<file path="src/rtl/cfg_key_port.sv">
module cfg_key_port #(
  parameter int ADDR_W = 16,
  parameter logic [ADDR_W-1:0] BASE_ADDR = 16'h002E,
  parameter logic [15:0] DEV_CODE = 16'h1234,
  parameter logic [15:0] MFR_CODE = 16'hC3A5,
  parameter logic [7:0] REV_CODE = 8'h01,
  parameter logic [7:0] WIN_BASE = 8'h30
) (
  input  logic              clk,
  input  logic              rst_n,
  input  logic [ADDR_W-1:0] io_addr,
  input  logic              io_wr,
  input  logic              io_rd,
  input  logic [7:0]        io_wdata,
  output logic [7:0]        io_rdata,
  output logic [7:0]        dev_sel,
  output logic [7:0]        dev_reg,
  output logic [7:0]        dev_wdata,
  output logic              dev_wr,
  output logic              dev_rd,
  input  logic [7:0]        dev_rdata
);
  localparam logic [ADDR_W-1:0] DATA_ADDR = BASE_ADDR + 1'b1;
  localparam logic [7:0] KEY_OPEN  = 8'h87;
  localparam logic [7:0] KEY_CLOSE = 8'hAA;
  localparam logic [7:0] IDX_SEL   = 8'h07;

  logic       unlocked, key_half;
  logic [7:0] idx_q, sel_q, glob_rd;

  wire idx_hit  = io_addr == BASE_ADDR;
  wire data_hit = io_addr == DATA_ADDR;
  wire in_win   = idx_q >= WIN_BASE;
  wire idx_wr   = io_wr & idx_hit;
  wire data_wr  = io_wr & data_hit & unlocked;

  always_ff @(posedge clk) begin
    if (!rst_n) begin
      unlocked <= 1'b0;
      key_half <= 1'b0;
      idx_q    <= 8'h00;
      sel_q    <= 8'h00;
    end else begin
      if (idx_wr) begin
        if (!unlocked) begin
          if (io_wdata == KEY_OPEN) begin
            unlocked <= key_half;
            key_half <= ~key_half;
          end else begin
            key_half <= 1'b0;
          end
        end else if (io_wdata == KEY_CLOSE) begin
          unlocked <= 1'b0;
          key_half <= 1'b0;
        end else begin
          idx_q <= io_wdata;
        end
      end
      if (data_wr && idx_q == IDX_SEL) sel_q <= io_wdata;
    end
  end

  always_comb begin
    case (idx_q)
      IDX_SEL: glob_rd = sel_q;
      8'h20:   glob_rd = DEV_CODE[15:8];
      8'h21:   glob_rd = DEV_CODE[7:0];
      8'h22:   glob_rd = REV_CODE;
      8'h23:   glob_rd = MFR_CODE[15:8];
      8'h24:   glob_rd = MFR_CODE[7:0];
      default: glob_rd = 8'hFF;
    endcase
  end

  always_comb begin
    if (!unlocked)     io_rdata = 8'hFF;
    else if (idx_hit)  io_rdata = idx_q;
    else if (data_hit) io_rdata = in_win ? dev_rdata : glob_rd;
    else               io_rdata = 8'hFF;
  end

  assign dev_sel   = sel_q;
  assign dev_reg   = idx_q;
  assign dev_wdata = io_wdata;
  assign dev_wr    = data_wr & in_win;
  assign dev_rd    = io_rd & data_hit & unlocked & in_win;
endmodule

</file>
<file path="config.mk">
export PLATFORM = sky130hd
export DESIGN_NAME = cfg_key_port
export DESIGN_NICKNAME = d
export VERILOG_FILES = /design/src/rtl/cfg_key_port.sv
export SDC_FILE = /design/constraint.sdc
export NUM_CORES = 1
export LEC_CHECK = 0
export ABC_AREA = 1
export CAP_MARGIN = 20
export CORE_MARGIN = 1
export CORE_UTILIZATION = 45
export CTS_CLUSTER_SIZE = 14
export DETAILED_ROUTE_END_ITERATION = 10
export PLACE_DENSITY = 0.88
export SETUP_SLACK_MARGIN = 0.02
export SLEW_MARGIN = 20
export SYNTH_ARGS = -nofsm -noshare
export SYNTH_HDL_FRONTEND = slang
export SYNTH_SLANG_ARGS = --single-unit
export TNS_END_PERCENT = 30
</file>
<file path="constraint.sdc">
create_clock -name clk -period 3.99 [get_ports clk]
set_clock_uncertainty 0.15 [all_clocks]
set_input_delay 0.5985 -clock clk [delete_from_list [all_inputs] [get_ports clk]]
set_output_delay 0.5985 -clock clk [all_outputs]
set_load 0.01 [all_outputs]
</file>
* After elaboration in Yosys (flattened, before gate mapping)
Cells that the tools add are included.
Operators by class: magnitude comparators 1, eq/ne operators 11, mux-type cells 11, bitwise operators 9, reductions and logical operators 3
Operator list (number):
- one-hot mux 8 bit (6 select lines) | 1
- == test 8 x 6 -> 1 bit, second input constant | 5
- == test 16 x 6 -> 1 bit, second input constant | 2
- two-way mux 8 bit | 4
- == test 8 bit, second input constant | 2
- == test 8 x 3 -> 1 bit, second input constant | 1
- greater-or-equal comparator 8 x 6 -> 1 bit, second input constant | 1
- bitwise AND 1 bit | 7
- two-way mux 1 bit | 6
- AND reduction 3 bit | 1
- != test 2 x 1 -> 1 bit, second input constant | 1
- NOT 1 bit | 2
- AND reduction 2 bit | 1
- logical AND 1 bit | 1
Word-level totals: flip-flop bits (word level) 18, bits of input ports 36, output and inout port bits 34, logic and storage cells 39

* Logic depth before layout (Yosys ltp)
Gate-level depths: netlist (run 1).
word-level depth 6, gate-level depth with buffers 12

* Worst setup path after synthesis (run 1)
No wires, ideal clock.
path type input -> output, start point in io_addr[7], end point out io_rdata[1], data arrival time 1.495 ns, required time 3.242 ns, setup slack 1.747 ns, stages on the path 9, path buffers 0, cells stage by stage or2_4 nor2_1 nand2_1 inv_1 nand2_1 a21oi_1 nand2_1 nand2_1 nand2_1
Between the ends: cells in the longest elaborated chain, start to end 4, elaborated cells between the ends (all ways) 5, classes of those cells eq/ne: 2; mux: 3
Ends and longest elaborated chain:
- start, declared | RTL line 11 | input logic [ADDR_W-1:0] io_addr,
- == test 16 x 6 -> 1 bit | RTL line 32 | wire data_hit = io_addr == DATA_ADDR;
- two-way mux 8 bit | RTL line 78 | else if (data_hit) io_rdata = in_win ? dev_rdata : glob_rd;
- two-way mux 8 bit * | RTL line 77 | else if (idx_hit) io_rdata = idx_q;
- two-way mux 8 bit * | RTL line 76 | if (!unlocked) io_rdata = 8'hFF;
- end, declared | RTL line 15 | output logic [7:0] io_rdata,
Mark *: on every way between the ends. The rest lies on a longest branch, timed or not.

* Worst setup path in the final report (run 1)
start point in io_addr[3], end point out io_rdata[5]
The elaborated chain is that of the path after synthesis.

==> results.tsv, run 1 <==
stage	metric	value	unit
clocking	cts_hold_buf	0	
setup_path	crit_chain	clkdlybuf4s50_1, nand2_1, nor3b_2, nand3_1, o21ai_0, inv_1, nand2_1, clkdlybuf4s50_1	
setup_path	r2r-end	dev_sel[3]	
clocking	clk_latency	0.30	ns
setup_path	r2r-start	dev_reg[1]	
power_and_ir_drop	p_leak	1.002	nW
setup_path	cp_num_cells	8	
power_and_ir_drop	total_power	0.0003594	W
drt	drt-initial-drc-count	68	
global_route	track_usage	0.2568	
setup_path	end_kind	primary output	
yosys	ys_ff_latch	18	
yosys	synth_simple_gate_area_frac	0.4871	
die	core_area	3103	sq um
sta	finalSetupTns	0	ns
global_route	antenna_found_initial	0	
power_and_ir_drop	power_density	163.0	nW/um^2
yosys	synth_cell_types	21	
global_route	grt_pass1_vias	1731	
setup_path	path_buf_inv	3	
sta	finalHoldViolations	0	
setup_path	crit_arrival	2.53	ns
setup_path	criticalPathCategory	input pin to primary output	
clocking	post_cts_resized	0	
setup_path	cp.required	3.24	ns
yosys	synthMuxAreaShare	0	
setup_path	critical-path-top-delay-family	buffers and inverters	
setup_path	crit_path_start	io_addr[3]	
placed_design	port_buffers	69	
global_route	grtUsageMet3	0.02381	
global_route	grt_pass1_wl	7003	microns
clocking	clock_path_buffers	2	
global_route	use_met1	0.3005	
drt	drc	0	
clocking	clk_pin_slew_worst_paths	0.10	ns
yosys	synth_xor_area_frac	0	
sta	slew_headroom	0.7172	
sta	max_freq	305.3	MHz
die	die_w	59.69	microns
clocking	cts-root-buf	clkbuf_4	
die	num_rows	20	
clocking	htree_levels	1	
cells_and_area	n_antenna_cell	0	
global_route	grt_max_degree	18	
clocking	numCtsBuffers	3	
cells_and_area	syn2layout_area_growth	47.20	%
die	pin_count	70	
placed_design	hpwlAfterDp	3473	microns
setup_path	cp_slowest_stage_delay	0.52	ns
sta	report.final.slew_viol_count	0	
clocking	cts_tree	built	
outcome	status	finished, final reports clean	
placed_design	gp_congestion	0.8603	
drt	drtAntennaViolNets	0	
setup_path	cp-start-kind	input pin	
yosys	synth-compound-area-share	0.1395	
yosys	synth_top_family_by_area	simple AND/OR/NAND/NOR gates	
global_route	grt-busiest-layer	met2	
setup_path	slowest_stage	clkdlybuf4s50_1	
yosys	yosys_warnings	0	
sta	tightest_slew	0.4241	ns
global_route	gr-total-overflow	0	
sta	finalCritPeriodShare	0.8210	
setup_path	reg2reg_setup_slack	2.35	ns
yosys	yosysSeqAreaShare	0.2406	
yosys	syn_nets	298	
die	die_height	59.69	microns
yosys	syn_inst	262	
yosys	avgSynthCellArea	5.716	sq um
setup_path	critPathCapture	io_rdata[5]	
drt	drt-total-wl	4294	microns
yosys	syn_area	1498	sq um
setup_path	rr_worst_depth	5	
die	start_util	0.4827	
die	die-area	3563	sq um
drt	post_drt_wl_per_cell	11.67	microns
drt	first_pass_iters	4	
power_and_ir_drop	peakVddDrop	0.1638	mV
setup_path	cp_max_fo	8	
drt	vias	1807	
sta	setup_violations	0	
cells_and_area	nets	361	
clocking	cts_sinks	18	
yosys	synth-adder-area-share	0	
min_path	hold_class	register to register	
cells_and_area	drive_gt1_frac	0.06790	
clocking	post-cts-setup-buffers	0	
run	drv_cap	0	
global_route	gr-usage-met2	0.4635	
sta	rsz0062_at_grt	false	
drt	detail_route.vias_per_cell	4.910	
sta	min_period	3.276	ns
## per-stage QoR
step | cell area (sq um) | utilization | worst slack [ns] | hold slack [ns] | instances
after CTS | 2205 | 0.7105 | 0.7220 | 0.3473 | 368
after detailed placement | 2168 | 0.6988 | 0.7219 | 0.3303 | 364
after floorplan | 1498 | - | 1.747 | 0.3241 | 262
after global placement | 2168 | 0.6988 | 0.7592 | 0.3260 | 364
final | 2205 | 0.7105 | 0.7142 | 0.3472 | 368
after global routing | 2205 | 0.7105 | 0.4981 | 0.3694 | 368
## worst min-delay path, cell delays in order, from the launching register on
cell	delay (ns)
dfxtp_1	0.34
nand2_1	0.07
a21oi_1	0.05
## cell type report
cell class,instances,area [sq um]
multi-input combinational,200,938.4
fill,302,898.4
timing repair buffer,69,690.7
sequential,18,360.3
inverter,33,123.9
tap,44,55.05
clock buffer,4,36.28
## synth_stat cells
cell,number,area (sq um)
nand2_1,90,337.8
nor2_1,32,120.1
inv_1,30,112.6
a21oi_1,26,130.1
dfxtp_1,18,360.4
nand3_1,16,80.08
o21ai_0,14,70.07
buf_4,9,67.56
nor2_4,6,67.56
inv_2,3,11.26
nand4_2,3,37.54
clkbuf_1,2,7.510
nand2_2,2,12.51
nand4_1,2,12.51
nor3_1,2,10.01
nor4_1,2,12.51
nand3_2,1,10.01
nor3b_1,1,7.510
nor3b_2,1,12.51
o21ai_2,1,8.760
or2_4,1,8.760
## routing by layer
| layer | vias to the layer above | routed length (microns) |
|---|---|---|
| met2 | 69 | 2102 |
| met3 | 7 | 236 |
| met5 | - | 0 |
| met1 | 781 | 1890 |
| li1 | 950 | - |
| met4 | 0 | 65 |
## where the power goes
| group | switching (W) | total [W] | internal [W] |
|---|---|---|---|
| logic | 0.0000248 | 0.0000661 | 0.0000413 |
| clock network | 0.0000580 | 0.000114 | 0.0000557 |
| registers | 0.000000000486 | 0.000180 | 0.000180 |
| total | 0.0000828 | 0.000359 | 0.000277 |
## placed cells by master, fill, tap and decap left out, types with 3 or more instances in the layout
cell / Yosys / routed
clkbuf_4: 0 / 3
inv_1: 30 / 30
nand3_1: 16 / 16
dfxtp_1: 18 / 18
nor2_1: 32 / 32
clkdlybuf4s50_1: 0 / 69
nand2_1: 90 / 90
inv_2: 3 / 3
nor2_4: 6 / 6
o21ai_0: 14 / 14
nand4_2: 3 / 3
a21oi_1: 26 / 26
## kinds of logic after synthesis
group,after synthesis
buffers and inverters,44
and+or+nand+nor,159
DFF,18
AOI/OAI and AO/OA,41
## how the worst min path moves through the flow
stage	startpoint	endpoint	slack, ns	cells after the start
after global routing	dev_sel[4]	dev_sel[4]	0.37	2
after CTS	dev_sel[1]	dev_sel[1]	0.35	2
after global placement	dev_sel[0]	dev_sel[0]	0.33	2
after detailed placement	dev_sel[1]	dev_sel[1]	0.33	2
after floorplan	key_half	key_half	0.32	2
final	dev_sel[2]	dev_sel[2]	0.35	2
(Power assumes the default switching activity.)
==> run 2: changes to the inputs <==
- CORE_UTILIZATION: 45 -> 37
- PLACE_DENSITY: 0.88 -> 0.77
- clock period: 3.99 -> 3 ns (I/O delays scaled with it)
==> run 2 against run 1 <==
Cell count increased by 3.0%. Critical path type unchanged. Highest routed layer unchanged. First-iteration DRC count decreased by 28%. Largest power group unchanged. Count of clock-buffer cells in the layout unchanged. Largest cell class unchanged.
==> results.tsv, run 2 (synthesis gave the netlist of run 1 again) <==
stage	metric	value	unit
sta	slew_headroom	0.7241	
power_and_ir_drop	p_leak	1.068	nW
setup_path	cp_max_fo	8	
run	drv_cap	0	
setup_path	reg2reg_setup_slack	1.36	ns
setup_path	r2r-end	dev_sel[6]	
global_route	grt_pass1_wl	7369	microns
global_route	grt-busiest-layer	met2	
setup_path	end_kind	primary output	
placed_design	placedCellCount	371	
clocking	htree_levels	1	
setup_path	cp-start-kind	input pin	
power_and_ir_drop	power_density	229.5	nW/um^2
power_and_ir_drop	total_power	0.0005277	W
drt	post_drt_wl_per_cell	11.31	microns
global_route	grt_pass1_vias	1738	
global_route	grt_max_degree	18	
cells_and_area	nets	368	
drt	drtAntennaViolNets	0	
setup_path	crit_arrival	2.25	ns
setup_path	criticalPathCategory	input pin to primary output	
setup_path	crit_chain	clkdlybuf4s50_1, or2_4, nor2_1, nand2_1, inv_1, nand2_4, a21oi_1, nand2_1, nand2_1, nand2_1, clkdlybuf4s50_1	
sta	report.final.slew_viol_count	0	
die	start_util	0.3971	
placed_design	hpwlAfterDp	3415	microns
sta	rsz0062_at_grt	true	
setup_path	rr_worst_depth	8	
die	num_rows	22	
sta	min_period	2.849	ns
drt	drt-total-wl	4288	microns
die	die-area	4306	sq um
placed_design	gp_congestion	0.8727	
clocking	clock_path_buffers	2	
die	pin_count	70	
global_route	track_usage	0.2168	
cells_and_area	n_antenna_cell	0	
outcome	status	finished, final reports clean	
setup_path	cp_slowest_stage_delay	0.47	ns
drt	detail_route.vias_per_cell	4.828	
global_route	gr-usage-met2	0.3673	
sta	max_freq	351.0	MHz
die	die_w	65.62	microns
cells_and_area	final_cell_mix	nand2_1 (89), clkdlybuf4s50_1 (69), nor2_1 (32)	
setup_path	path_buf_inv	3	
cells_and_area	final_cells	379	
setup_path	critical-path-top-delay-family	buffers and inverters	
drt	first_pass_iters	4	
clocking	clk_latency	0.26	ns
setup_path	cp.required	2.40	ns
min_path	hold_class	register to register	
clocking	cts_hold_buf	0	
cells_and_area	post-route-util	0.6098	
sta	holdWs	0.3380	ns
die	die_height	65.62	microns
sta	tightest_slew	0.4101	ns
sta	finalHoldViolations	0	
clocking	clk_pin_slew_worst_paths	0.07	ns
setup_path	slowest_stage	clkdlybuf4s50_1	
clocking	cts_tree	built	
drt	drt-initial-drc-count	49	
setup_path	crit_top_cell	nand2_1	
clocking	cts-root-buf	clkbuf_8	
die	core_area	3771	sq um
sta	finalSetupTns	0	ns
clocking	cts_sinks	18	
sta	setup_violations	0	
global_route	use_met1	0.2841	
sta	finalCritPeriodShare	0.9497	
global_route	gr-total-overflow	0	
cells_and_area	final_common_cell	nand2_1	
cells_and_area	drive_gt1_frac	0.1118	
min_path	min_to	dev_sel[4]	
setup_path	r2r-start	dev_reg[5]	
placed_design	port_buffers	69	
drt	drc	0	
drt	vias	1830	
min_path	hold-path-cell-count	2	
min_path	min-delay-start	dev_sel[4]	
clocking	numCtsBuffers	3	
global_route	antenna_found_initial	0	
global_route	grtUsageMet3	0.01736	
cells_and_area	syn2layout_area_growth	53.55	%
power_and_ir_drop	peakVddDrop	0.2510	mV
run 2: changes by cell type in the layout (fill, tap and decap cells not counted), sizes merged:
cell  change
buf       +7
run 2: worst max path at each step:
stage | depth (start not counted) | start | slack [ns] | endpoint
3_3_place_gp | 11 | io_addr[7] | 0.09 | io_rdata[4]
3_5_place_dp | 11 | io_addr[7] | 0.07 | io_rdata[2]
6_report | 11 | io_addr[7] | 0.15 | io_rdata[2]
2_1_floorplan | 9 | io_addr[7] | 1.05 | io_rdata[1]
4_1_cts | 11 | io_addr[7] | 0.07 | io_rdata[2]
5_1_grt | 7 | io_addr[3] | 0.003 | dev_wr
run 2: metal layers:
layer	vias to the layer above	wire [microns]
met4	0	52
li1	964	-
met5	-	0
met2	72	1977
met1	789	1977
met3	5	281
run 2: cell type report:
class                   count  area, sq um
flip-flops and latches     18        366.6
fillers                   363         1471
multi-input cells         200        950.9
clock buffers               4        55.05
well taps                  48        60.06
inverters                  33        123.9
repair buffers             76        743.2
run 2: worst register-to-register path: cells and delay by family, from the launching register on:
family | cells | cell delay (ns)
AOI/OAI and AO/OA | 1 | 0.06
buffers and inverters | 3 | 0.42
and+or+nand+nor | 4 | 0.53
DFF | 1 | 0.36
run 2: timing repair:
| item | in CTS | in global routing |
|---|---|---|
| setup buffers | 0 | 4 |
| endpoints found under the setup margin | 0 | 8 |
| resized for setup | 0 | 12 |
run 2: through the flow:
stage | instance area [sq um] | worst slack [ns]
2_1_floorplan | 1498 | 1.054
3_3_place_gp | 2196 | 0.09194
3_5_place_dp | 2196 | 0.07146
4_1_cts | 2251 | 0.06959
5_1_grt | 2300 | 0.002773
6_report | 2300 | 0.1508
run 2: power breakdown:
group / switching [W] / internal [W]
Combinational: 0.0000328 / 0.0000558
Clock: 0.0000835 / 0.000117
Sequential: 0.000000000690 / 0.000239
